[src/rtl/bb_xlate_pkg.sv]
package bb_xlate_pkg;
  typedef struct packed {
    logic loadBase;
    logic loadBound;
    logic grant;
    logic deny;
  } ctlStrobes_t;
endpackage

[src/rtl/bb_xlate_ctl.sv]
module bb_xlate_ctl
  import bb_xlate_pkg::*;
(
  input  logic        clk,
  input  logic        rstN,
  input  logic        reqValid,
  input  logic        outOfBound,
  input  logic        cfgWrite,
  input  logic        cfgSel,
  input  logic        cfgSuper,
  output ctlStrobes_t strobes,
  output logic        boundFault,
  output logic        privFault
);
  logic cfgOk;

  always_comb begin
    cfgOk             = cfgWrite && cfgSuper;
    strobes.loadBase  = cfgOk && !cfgSel;
    strobes.loadBound = cfgOk && cfgSel;
    strobes.grant     = reqValid && !outOfBound;
    strobes.deny      = reqValid && outOfBound;
  end

  always_ff @(posedge clk) begin
    if (!rstN) begin
      boundFault <= 1'b0;
      privFault  <= 1'b0;
    end else begin
      boundFault <= strobes.deny;
      privFault  <= cfgWrite && !cfgSuper;
    end
  end

  // a privilege fault only follows a rejected user write
  a_r6_priv_pulse: assert property (@(posedge clk) disable iff (!rstN)
    privFault |-> ($past(cfgWrite) && !$past(cfgSuper)));

  // an idle cycle never produces a fault
  a_r8_idle_quiet: assert property (@(posedge clk) disable iff (!rstN)
    !$past(reqValid) |-> !boundFault);
endmodule

[src/rtl/bb_xlate_dp.sv]
module bb_xlate_dp
  import bb_xlate_pkg::*;
#(
  parameter int ADDR_W = 32
) (
  input  logic              clk,
  input  logic              rstN,
  input  ctlStrobes_t       strobes,
  input  logic [ADDR_W-1:0] reqAddr,
  input  logic              reqWrite,
  input  logic              reqSuper,
  input  logic [ADDR_W-1:0] cfgData,
  input  logic              cfgSel,
  input  logic              cfgSuper,
  output logic              outOfBound,
  output logic [ADDR_W-1:0] cfgRdData,
  output logic              memValid,
  output logic [ADDR_W-1:0] memAddr,
  output logic              memWrite
);
  localparam logic [ADDR_W-1:0] ZERO = '0;

  logic [ADDR_W-1:0] baseReg;
  logic [ADDR_W-1:0] boundReg;
  logic [ADDR_W-1:0] relocAddr;

  always_comb begin
    outOfBound = !reqSuper && (reqAddr >= boundReg);
    relocAddr  = reqSuper ? reqAddr : (reqAddr + baseReg);
    cfgRdData  = !cfgSuper ? ZERO : (cfgSel ? boundReg : baseReg);
  end

  always_ff @(posedge clk) begin
    if (!rstN) begin
      baseReg  <= ZERO;
      boundReg <= ZERO;
      memValid <= 1'b0;
      memAddr  <= ZERO;
      memWrite <= 1'b0;
    end else begin
      if (strobes.loadBase)  baseReg  <= cfgData;
      if (strobes.loadBound) boundReg <= cfgData;
      memValid <= strobes.grant;
      memAddr  <= strobes.grant ? relocAddr : ZERO;
      memWrite <= strobes.grant && reqWrite;
    end
  end

  // a forwarded user access is relocated by the base that was in force
  a_r1_relocate: assert property (@(posedge clk) disable iff (!rstN)
    (memValid && !$past(reqSuper)) |->
      (memAddr == $past(reqAddr) + $past(baseReg)));

  // a forwarded user access lay inside the segment
  a_r2_inside: assert property (@(posedge clk) disable iff (!rstN)
    (memValid && !$past(reqSuper)) |-> ($past(reqAddr) < $past(boundReg)));

  // supervisor accesses pass untranslated
  a_r3_passthru: assert property (@(posedge clk) disable iff (!rstN)
    (memValid && $past(reqSuper)) |-> (memAddr == $past(reqAddr)));
endmodule

[src/rtl/bb_xlate.sv]
module bb_xlate
  import bb_xlate_pkg::*;
#(
  parameter int ADDR_W = 32
) (
  input  logic              clk,
  input  logic              rstN,
  input  logic              reqValid,
  input  logic [ADDR_W-1:0] reqAddr,
  input  logic              reqWrite,
  input  logic              reqSuper,
  input  logic              cfgWrite,
  input  logic              cfgSel,
  input  logic [ADDR_W-1:0] cfgData,
  input  logic              cfgSuper,
  output logic [ADDR_W-1:0] cfgRdData,
  output logic              memValid,
  output logic [ADDR_W-1:0] memAddr,
  output logic              memWrite,
  output logic              boundFault,
  output logic              privFault
);
  ctlStrobes_t strobes;
  logic        outOfBound;

  bb_xlate_ctl u_ctl (
    .clk        (clk),
    .rstN       (rstN),
    .reqValid   (reqValid),
    .outOfBound (outOfBound),
    .cfgWrite   (cfgWrite),
    .cfgSel     (cfgSel),
    .cfgSuper   (cfgSuper),
    .strobes    (strobes),
    .boundFault (boundFault),
    .privFault  (privFault)
  );

  bb_xlate_dp #(.ADDR_W(ADDR_W)) u_dp (
    .clk        (clk),
    .rstN       (rstN),
    .strobes    (strobes),
    .reqAddr    (reqAddr),
    .reqWrite   (reqWrite),
    .reqSuper   (reqSuper),
    .cfgData    (cfgData),
    .cfgSel     (cfgSel),
    .cfgSuper   (cfgSuper),
    .outOfBound (outOfBound),
    .cfgRdData  (cfgRdData),
    .memValid   (memValid),
    .memAddr    (memAddr),
    .memWrite   (memWrite)
  );

  // a violation and a forwarded access never coincide
  a_r2_exclusive: assert property (@(posedge clk) disable iff (!rstN)
    $onehot0({memValid, boundFault}));

  // a rejected write leaves both relocation registers untouched
  a_r6_regs_hold: assert property (@(posedge clk) disable iff (!rstN)
    privFault |-> ($stable(u_dp.baseReg) && $stable(u_dp.boundReg)));

  // a faulted request forwards no write
  a_r2_no_write: assert property (@(posedge clk) disable iff (!rstN)
    boundFault |-> (!memWrite && memAddr == '0));
endmodule

[config.mk]
export PLATFORM = sky130hd
export DESIGN_NAME = bb_xlate
export DESIGN_NICKNAME = d
export VERILOG_FILES = /design/src/rtl/bb_xlate_pkg.sv /design/src/rtl/bb_xlate_ctl.sv /design/src/rtl/bb_xlate_dp.sv /design/src/rtl/bb_xlate.sv
export SDC_FILE = /design/constraint.sdc
export NUM_CORES = 1
export LEC_CHECK = 0
export BUFFER_PORTS_ARGS = -buffer_cell sky130_fd_sc_hd__buf_2
export CORE_UTILIZATION = 56
export DETAILED_ROUTE_END_ITERATION = 10
export PLACE_DENSITY = 0.88
export SYNTH_ARGS = -nofsm -noshare
export SYNTH_HDL_FRONTEND = slang
export SYNTH_SLANG_ARGS = --single-unit
[constraint.sdc]
create_clock -name clk -period 3.34 [get_ports clk]
set_input_delay 0 -clock clk [delete_from_list [all_inputs] [get_ports clk]]
set_output_delay 0 -clock clk [all_outputs]
set_load 0.01 [all_outputs]
* Word level (Yosys, flattened, before mapping)
Cells that the tools add are included. Widths: inputs -> output; s select.
Storage, ports and cells: input port bits 72, register bits after elaboration 100, logic and storage cells 25
Cells by class: order comparisons 1, reductions and logical operators 13, $add $sub $neg 1, multiplexer cells 3
Operator list (number):
- $mux 32 | 3
- $add 32x32->32 | 1
- $ge 32x32->1 | 1
- $logic_and 1x1->1 | 8
- $logic_not 1->1 | 4
- $reduce_and 2->1 | 1

* Longest topological paths before layout
Gate-level depths: netlist of the first run.
depth in word-level cells 5, mapped depth 12

* Modules after synthesis
A second synthesis of the first run with hierarchy kept.
Unflattened totals: cells, all modules 765, area, all modules 6655.1 sq um
By module, submodules not included:
- bb_xlate_dp | cells an instance 757, area each 6572.6 sq um, instances 1, sequential area each 1961.9 sq um
- bb_xlate_ctl | cells an instance 8, area each 82.6 sq um, instances 1, sequential area each 40.0 sq um

* Worst setup path before layout of the first run
OpenSTA, ideal clock, no wires.
path kind register to register, start register u_dp.baseReg[0], end register u_dp.memAddr[30], setup time 122 ps, slack 825 ps, data arrival time 2393 ps, stages on the path, launching flop included 13, cell sequence dfxtp_1 > ha_1 > inv_1 > fa_1 > nor2b_1 > o31a_1 > o21ai_2 > a21oi_2 > or2_4 > a21oi_4 > o31ai_1 > a21oi_1 > o311a_1
Between the ends: cells in the longest elaborated chain, start to end 2
Ends and longest elaborated chain:
- from (decl) | line bb_xlate_dp.sv:23 | logic [ADDR_W-1:0] baseReg;
- from (signal assigned) | line bb_xlate_dp.sv:41 | if (strobes.loadBase) baseReg <= cfgData;
- $add 32x32->32 | line bb_xlate_dp.sv:29 | relocAddr = reqSuper ? reqAddr : (reqAddr + baseReg);
- $mux 32 | line bb_xlate_dp.sv:29
- to (signal assigned) | line bb_xlate_dp.sv:44 | memAddr <= strobes.grant ? relocAddr : ZERO;
- to (decl) | line bb_xlate_dp.sv:18 | output logic [ADDR_W-1:0] memAddr,
Every way passes these cells. A chain may end at the register's enable or synchronous reset.

* Final worst setup path of the first run
start input reqAddr[6], end register u_dp.memAddr[27]
Between the ends: cells in the longest elaborated chain, start to end 5, elaborated cells on any way between the ends 7
Ends and longest elaborated chain:
- from (decl) | line bb_xlate.sv:9 | input logic [ADDR_W-1:0] reqAddr,
- $ge 32x32->1 | line bb_xlate_dp.sv:28 | outOfBound = !reqSuper && (reqAddr >= boundReg);
- $logic_and 1x1->1 | line bb_xlate_dp.sv:28
- $logic_not 1->1 | line bb_xlate_ctl.sv:21 | strobes.grant = reqValid && !outOfBound;
- $logic_and 1x1->1 | line bb_xlate_ctl.sv:21
- $reduce_and 2->1 (no line)
Parallel ways exist; a longest one is shown, timed or not.

==> results.yml, run 1 <==
synth:
  postSynthCellCount: 814
  synth_async_sr_flop_share_pct: 0
  yosys-top-cells-area: "dfxtp_1 (31%), ha_1 (12%), nand2_1 (9.7%)"
  syn_area_mm2: 0.00647
  synth_area_leader_cell: "dfxtp_1"
  yosysSeqAreaShare_pct: 30.9
  synthFlopType: "dfxtp_1"
  synth-edff-count: 0
  synth-seq-cells: 100
  synth_fp_nets: 950
  synth_warnings: 0
  synth.distinct_cells: 57
  synth_top_area_share_pct: 30.9
  syn_area_per_cell_um2: 7.95
power:
  cellPowerDensity_mw_per_mm2: 356
  p_leak_nw: 3.62
  p_switching_uw: 859
  power_frac_comb_pct: 20.5
  p_int_mw: 2.05
  clkPwrFrac_pct: 35.9
  max-vdd-ir-drop_uv: 251
  sequentialPowerShare_pct: 43.6
  switching_share_pct: 29.5
detailed_routing:
  route.detailed.drc: 0
  detail-route-antenna-nets: 0
  wl_per_cell_um: 16.6
  drtIter0Drc: 443
  first_pass_iters: 5
  drt-total-wl_mm: 18.9
  vias_per_cell: 5.71
  vias: 6493
setup_path:
  worstSetupEndpointType: "register"
  arrival_ns: 3.18
  critPathMaxFanout: 5
  start_kind: "input port"
  criticalPathCategory: "input port to register"
  rrSetupSlack_ns: 0.46
  cp.required_ns: 3.62
sta:
  layout_min_cycle_time_ns: 2.90
  timing.fmax_mhz: 345
  worst_slew_pin_slew_ns: 0.732
  period_share_pct: 86.7
  rsz0062_at_grt: "false"
  drv_slew: 0
  setup_tns_ns: 0
  relSlewSlack_pct: 51.1
  hold_violations: 0
  setup_viol: 0
  skew_ns: 0.00944
global_route:
  overflow: 0
  grt_pass1_wl_mm: 29.5
  grt_max_degree: 67
  grt_pass1_vias: 5943
  track_usage_pct: 32.0
  antenna_found_initial: 0
placed_design:
  place_area_mm2: 0.00725
  place_congestion: 0.895
  dp.final_hpwl_mm: 13.2
  io_buffers: 139
floorplanning:
  chipHeight_um: 109
  start_util_pct: 58.7
  chipWidth_um: 109
  die_area_mm2: 0.0120
  ioPinCount: 140
  rows: 38
  coreArea_mm2: 0.0110
layout:
  final_cell_mix: "nand2_1 (168), buf_2 (139), dfxtp_1 (100)"
  drive_above_1_share_pct: 17.8
  final_area_mm2: 0.00816
  final_util_pct: 74.0
  fillers: 798
  area_growth_pct: 26.1
  diodes: 0
  final_common_cell: "nand2_1"
  nNetsFinal: 1129
cts:
  cts_buffers: 9
  cts_tree: "built"
  cts.sinks: 100
  postCtsSetupBuffers: 0
  clkTransAtPathRegs_ns: 0.08
  clock-root-buffer: "clkbuf_16"
  cts_buffer_depth: 2
  clk_latency_ns: 0.35
  h-tree-depth: 3
status:
  status: "complete, no violations"
flow_run:
  drv_cap: 0
worst_hold_path:
  hp-class: "input port to register"
## cell type report
class	instances	area [um2]	area share, %
clock buffers	10	239	2.93
clock inverters	6	56.3	0.690
inverters	43	161	1.98
multi-input cells	631	4160	51.0
flip-flops and latches	100	2000	24.5
well taps	140	175	2.15
repair buffers	208	1370	16.8
## state kept, by name, indices dropped and copies added (netlist names)
signal / count
u_ctl.boundFault: 1
u_dp.memAddr: 32
u_ctl.privFault: 1
u_dp.boundReg: 32
u_dp.baseReg: 32
u_dp.memWrite: 1
u_dp.memValid: 1
## cells by family (layout without fill, tap and decap cells)
family	Yosys count	in the layout	synth area share, %
flip-flops	100	100	30.9
AND/OR/NAND/NOR	300	300	20.7
XOR/XNOR	21	21	2.84
AO/OA/AOI/OAI	209	209	22.5
adder cells (fa/ha/maj)	64	64	12.5
multiplexers	37	37	5.72
buffers and inverters	83	267	4.83
## path summary, 6_finish.rpt
path / from / endpoint / depth (start not counted)
hold reg to reg: u_dp.boundReg[5] / u_dp.boundReg[5] / 2
setup / recovery: reqAddr[6] / u_dp.memAddr[27] / 12
hold / removal: reqAddr[10] / u_dp.memAddr[10] / 3
setup reg to reg: u_dp.boundReg[0] / u_dp.memAddr[14] / 11
## worst max-delay path: stages
cell           delay, ns
dlygate4sd3_1       0.55
buf_2               0.16
ha_1                0.38
a2111oi_0           0.52
o211ai_1            0.20
o22ai_2             0.29
o2111ai_1           0.27
a21bo_2             0.26
a21oi_1             0.17
xnor2_1             0.14
nand2_1             0.07
a21oi_1             0.17
## cells in the mapped netlist (6+ instances only)
| library cell | instances |
|---|---|
| nand2_1 | 168 |
| dfxtp_1 | 100 |
| a21boi_0 | 64 |
| ha_1 | 63 |
| a21oi_1 | 54 |
| nor2_1 | 44 |
| inv_1 | 43 |
| clkbuf_1 | 37 |
| mux2i_1 | 37 |
| nor2b_1 | 37 |
| o21ai_0 | 20 |
| a21o_1 | 17 |
| nand3_1 | 14 |
| xnor2_1 | 12 |
| a211oi_1 | 10 |
| xor2_1 | 9 |
| o21a_1 | 8 |
| nand4_1 | 6 |
| nor3_1 | 6 |
## power groups by stage
stage	clock, mW	combinational, mW	sequential [mW]
3_5_place_dp	0	0.518	1.29
2_1_floorplan	0	0.341	1.29
4_1_cts	1.04	0.578	1.26
3_3_place_gp	0	0.507	1.29
5_1_grt	1.09	0.657	1.27
6_report	1.04	0.597	1.27
## stage by stage
stage	hold slack [ns]	instances	power (mW)	setup slack, ns
final	0.0110	1138	2.91	0.444
after global routing	0.0319	1138	3.02	0.249
after CTS	0.000803	1138	2.89	0.513
after detailed placement	0.254	1060	1.81	0.536
after global placement	0.264	1060	1.80	0.657
after floorplan	0.123	814	1.63	0.825
## layer usage
layer / GRT usage, % / part of all wire [%] / vias to the layer above / wire length, um
met3: 5.75 / 11 / 66 / 2000
met5: 0 / 0 / - / 0
li1: - / - / 3157 / -
met4: 13.9 / 3.7 / 0 / 697
met1: 44.7 / 43 / 2906 / 8210
met2: 48.1 / 42 / 364 / 8030
## repair_timing
item,CTS,global route
hold buffers,62,0
endpoints found under the hold margin,94,0
resized for setup,0,0
Power figures use the tool's default switching activity.
==> inputs of run 2 (changes only) <==
- CORE_UTILIZATION: 56 -> 45
- PLACE_DENSITY: 0.88 -> 0.74
==> run 2 against run 1 <==
Net effect: count of clock-buffer cells in the layout rose by 1; sequential share of layout area fell by 0.19 points; combinational power fell by 2%; critical path depth did not move; total power rose by 0.30%; global-route usage fell by 7.1 points; final cell count rose by 3.7%; die area rose by 24%; design area rose by 0.80%; critical path type is now register to register; critical endpoint is now u_dp.memAddr[30]; highest routed layer unchanged.
==> results.yml, run 2 (synthesized netlist as in run 1, its figures left out) <==
global_route:
  antenna_found_initial: 0
  grt_max_degree: 67
  grt_pass1_wl_mm: 29.0
  overflow: 0
  track_usage_pct: 24.9
  grt_pass1_vias: 5647
flow_run:
  drv_cap: 0
power:
  cellPowerDensity_mw_per_mm2: 354
  p_switching_uw: 822
  p_leak_nw: 3.63
  power_frac_comb_pct: 20.1
  power_mw: 2.92
  switching_share_pct: 28.2
  clkPwrFrac_pct: 36.5
  max-vdd-ir-drop_uv: 225
  sequentialPowerShare_pct: 43.4
  p_int_mw: 2.09
status:
  status: "complete, no violations"
layout:
  largest_registers: "u_dp.baseReg (32), u_dp.boundReg (32), u_dp.memAddr (32)"
  fin_cells: 1180
  nNetsFinal: 1131
  final_common_cell: "nand2_1"
  drive_above_1_share_pct: 17.7
  final_area_mm2: 0.00823
  area_growth_pct: 27.1
  diodes: 0
  final_cell_mix: "nand2_1 (168), buf_2 (139), dfxtp_1 (100)"
detailed_routing:
  vias_per_cell: 5.19
  route.detailed.drc: 0
  vias: 6128
  detail-route-antenna-nets: 0
  drt-total-wl_mm: 18.0
  wl_per_cell_um: 15.3
  drtIter0Drc: 463
  first_pass_iters: 5
cts:
  cts_buffers: 9
  h-tree-depth: 3
  clock-root-buffer: "clkbuf_16"
  postCtsSetupBuffers: 0
  cts.sinks: 100
  clk_latency_ns: 0.34
  cts_buffer_depth: 2
  clkTransAtPathRegs_ns: 0.07
  cts_tree: "built"
placed_design:
  dp.final_hpwl_mm: 13.3
  io_buffers: 139
  place_congestion: 0.867
  placed_cells: 1101
  place_area_mm2: 0.00730
  pre_cts_ws_ns: 0.553
setup_path:
  rrSetupSlack_ns: 0.50
  critPathMaxFanout: 4
  start_kind: "register"
  r2r_end: "u_dp.memAddr[30]"
  worstSetupEndpointType: "register"
  ff2ff_path_depth: 12
  rr_startpoint: "u_dp.baseReg[0]"
  criticalPathCategory: "register to register"
  cp.required_ns: 3.57
  arrival_ns: 3.08
floorplanning:
  start_util_pct: 46.4
  chipHeight_um: 122
  rows: 43
  coreArea_mm2: 0.0139
  die_area_mm2: 0.0149
  chipWidth_um: 122
  ioPinCount: 140
sta:
  drv_slew: 0
  timing.fmax_mhz: 352
  worst_slew_pin_slew_ns: 0.817
  setup_viol: 0
  setup_tns_ns: 0
  layout_min_cycle_time_ns: 2.84
  skew_ns: 0.00576
  rsz0062_at_grt: "false"
  period_share_pct: 85.2
  hold_violations: 0
  relSlewSlack_pct: 45.5
  worst_slack_ns: 0.496
worst_hold_path:
  worstHoldEndpoint: "u_dp.memAddr[11]"
  hold_start: "reqAddr[11]"
  hp-class: "input port to register"
  hold_depth: 3
-- run 2: worst max-delay path by stage --
stage / slack, ns / end / from
2_1_floorplan: 0.83 / u_dp.memAddr[30] / u_dp.baseReg[0]
3_3_place_gp: 0.61 / u_dp.memAddr[30] / u_dp.baseReg[0]
3_5_place_dp: 0.55 / u_dp.memAddr[30] / u_dp.baseReg[0]
5_1_grt: 0.29 / u_dp.memAddr[30] / u_dp.baseReg[0]
4_1_cts: 0.51 / u_dp.memAddr[30] / u_dp.baseReg[0]
6_report: 0.50 / u_dp.memAddr[30] / u_dp.baseReg[0]
-- run 2: what timing repair did --
item	CTS	global route
resized for setup	0	0
endpoints found under the hold margin	95	0
hold buffers	63	0
-- run 2: metrics by stage --
step / util (%) / hold WS (ns)
floorplan: - / 0.123
global placement: 52.4 / 0.247
detailed placement: 52.4 / 0.242
CTS: 59.0 / 0.000357
global route: 59.0 / 0.0478
finish: 59.0 / 0.0190
-- run 2: worst max-delay path, cell delays in order, from the launching register on --
cell     delay, ns
dfxtp_1       0.36
ha_1          0.18
inv_1         0.06
fa_1          0.38
nor2b_1       0.18
o31a_1        0.23
o21ai_2       0.11
a21oi_2       0.20
or2_4         0.18
a21oi_4       0.07
o31ai_1       0.33
a21oi_1       0.11
o311a_1       0.35
-- run 2: area by class of cell --
class                      instances  area (um2)
clock buffer                      11         233
fill                            1297        5710
inverter                          43         161
multi-input combinational        631        4160
clock inverter                     5        60.1
tap                              180         225
sequential                       100        2000
timing repair buffer             210        1390
-- run 2: per-layer routing --
layer	GRT usage, %	share of wire (%)	routed length (um)
met1	38.0	50	9040
met3	3.79	6.0	1080
met2	35.7	43	7680
met5	0	0	0
met4	6.48	1.4	248
-- run 2: power groups by stage --
stage,registers [mW],clock network [mW],logic (mW)
after global placement,1.29,0,0.515
final,1.27,1.06,0.585
after detailed placement,1.29,0,0.519
after CTS,1.26,1.07,0.579
after floorplan,1.29,0,0.341
after global routing,1.27,1.13,0.653
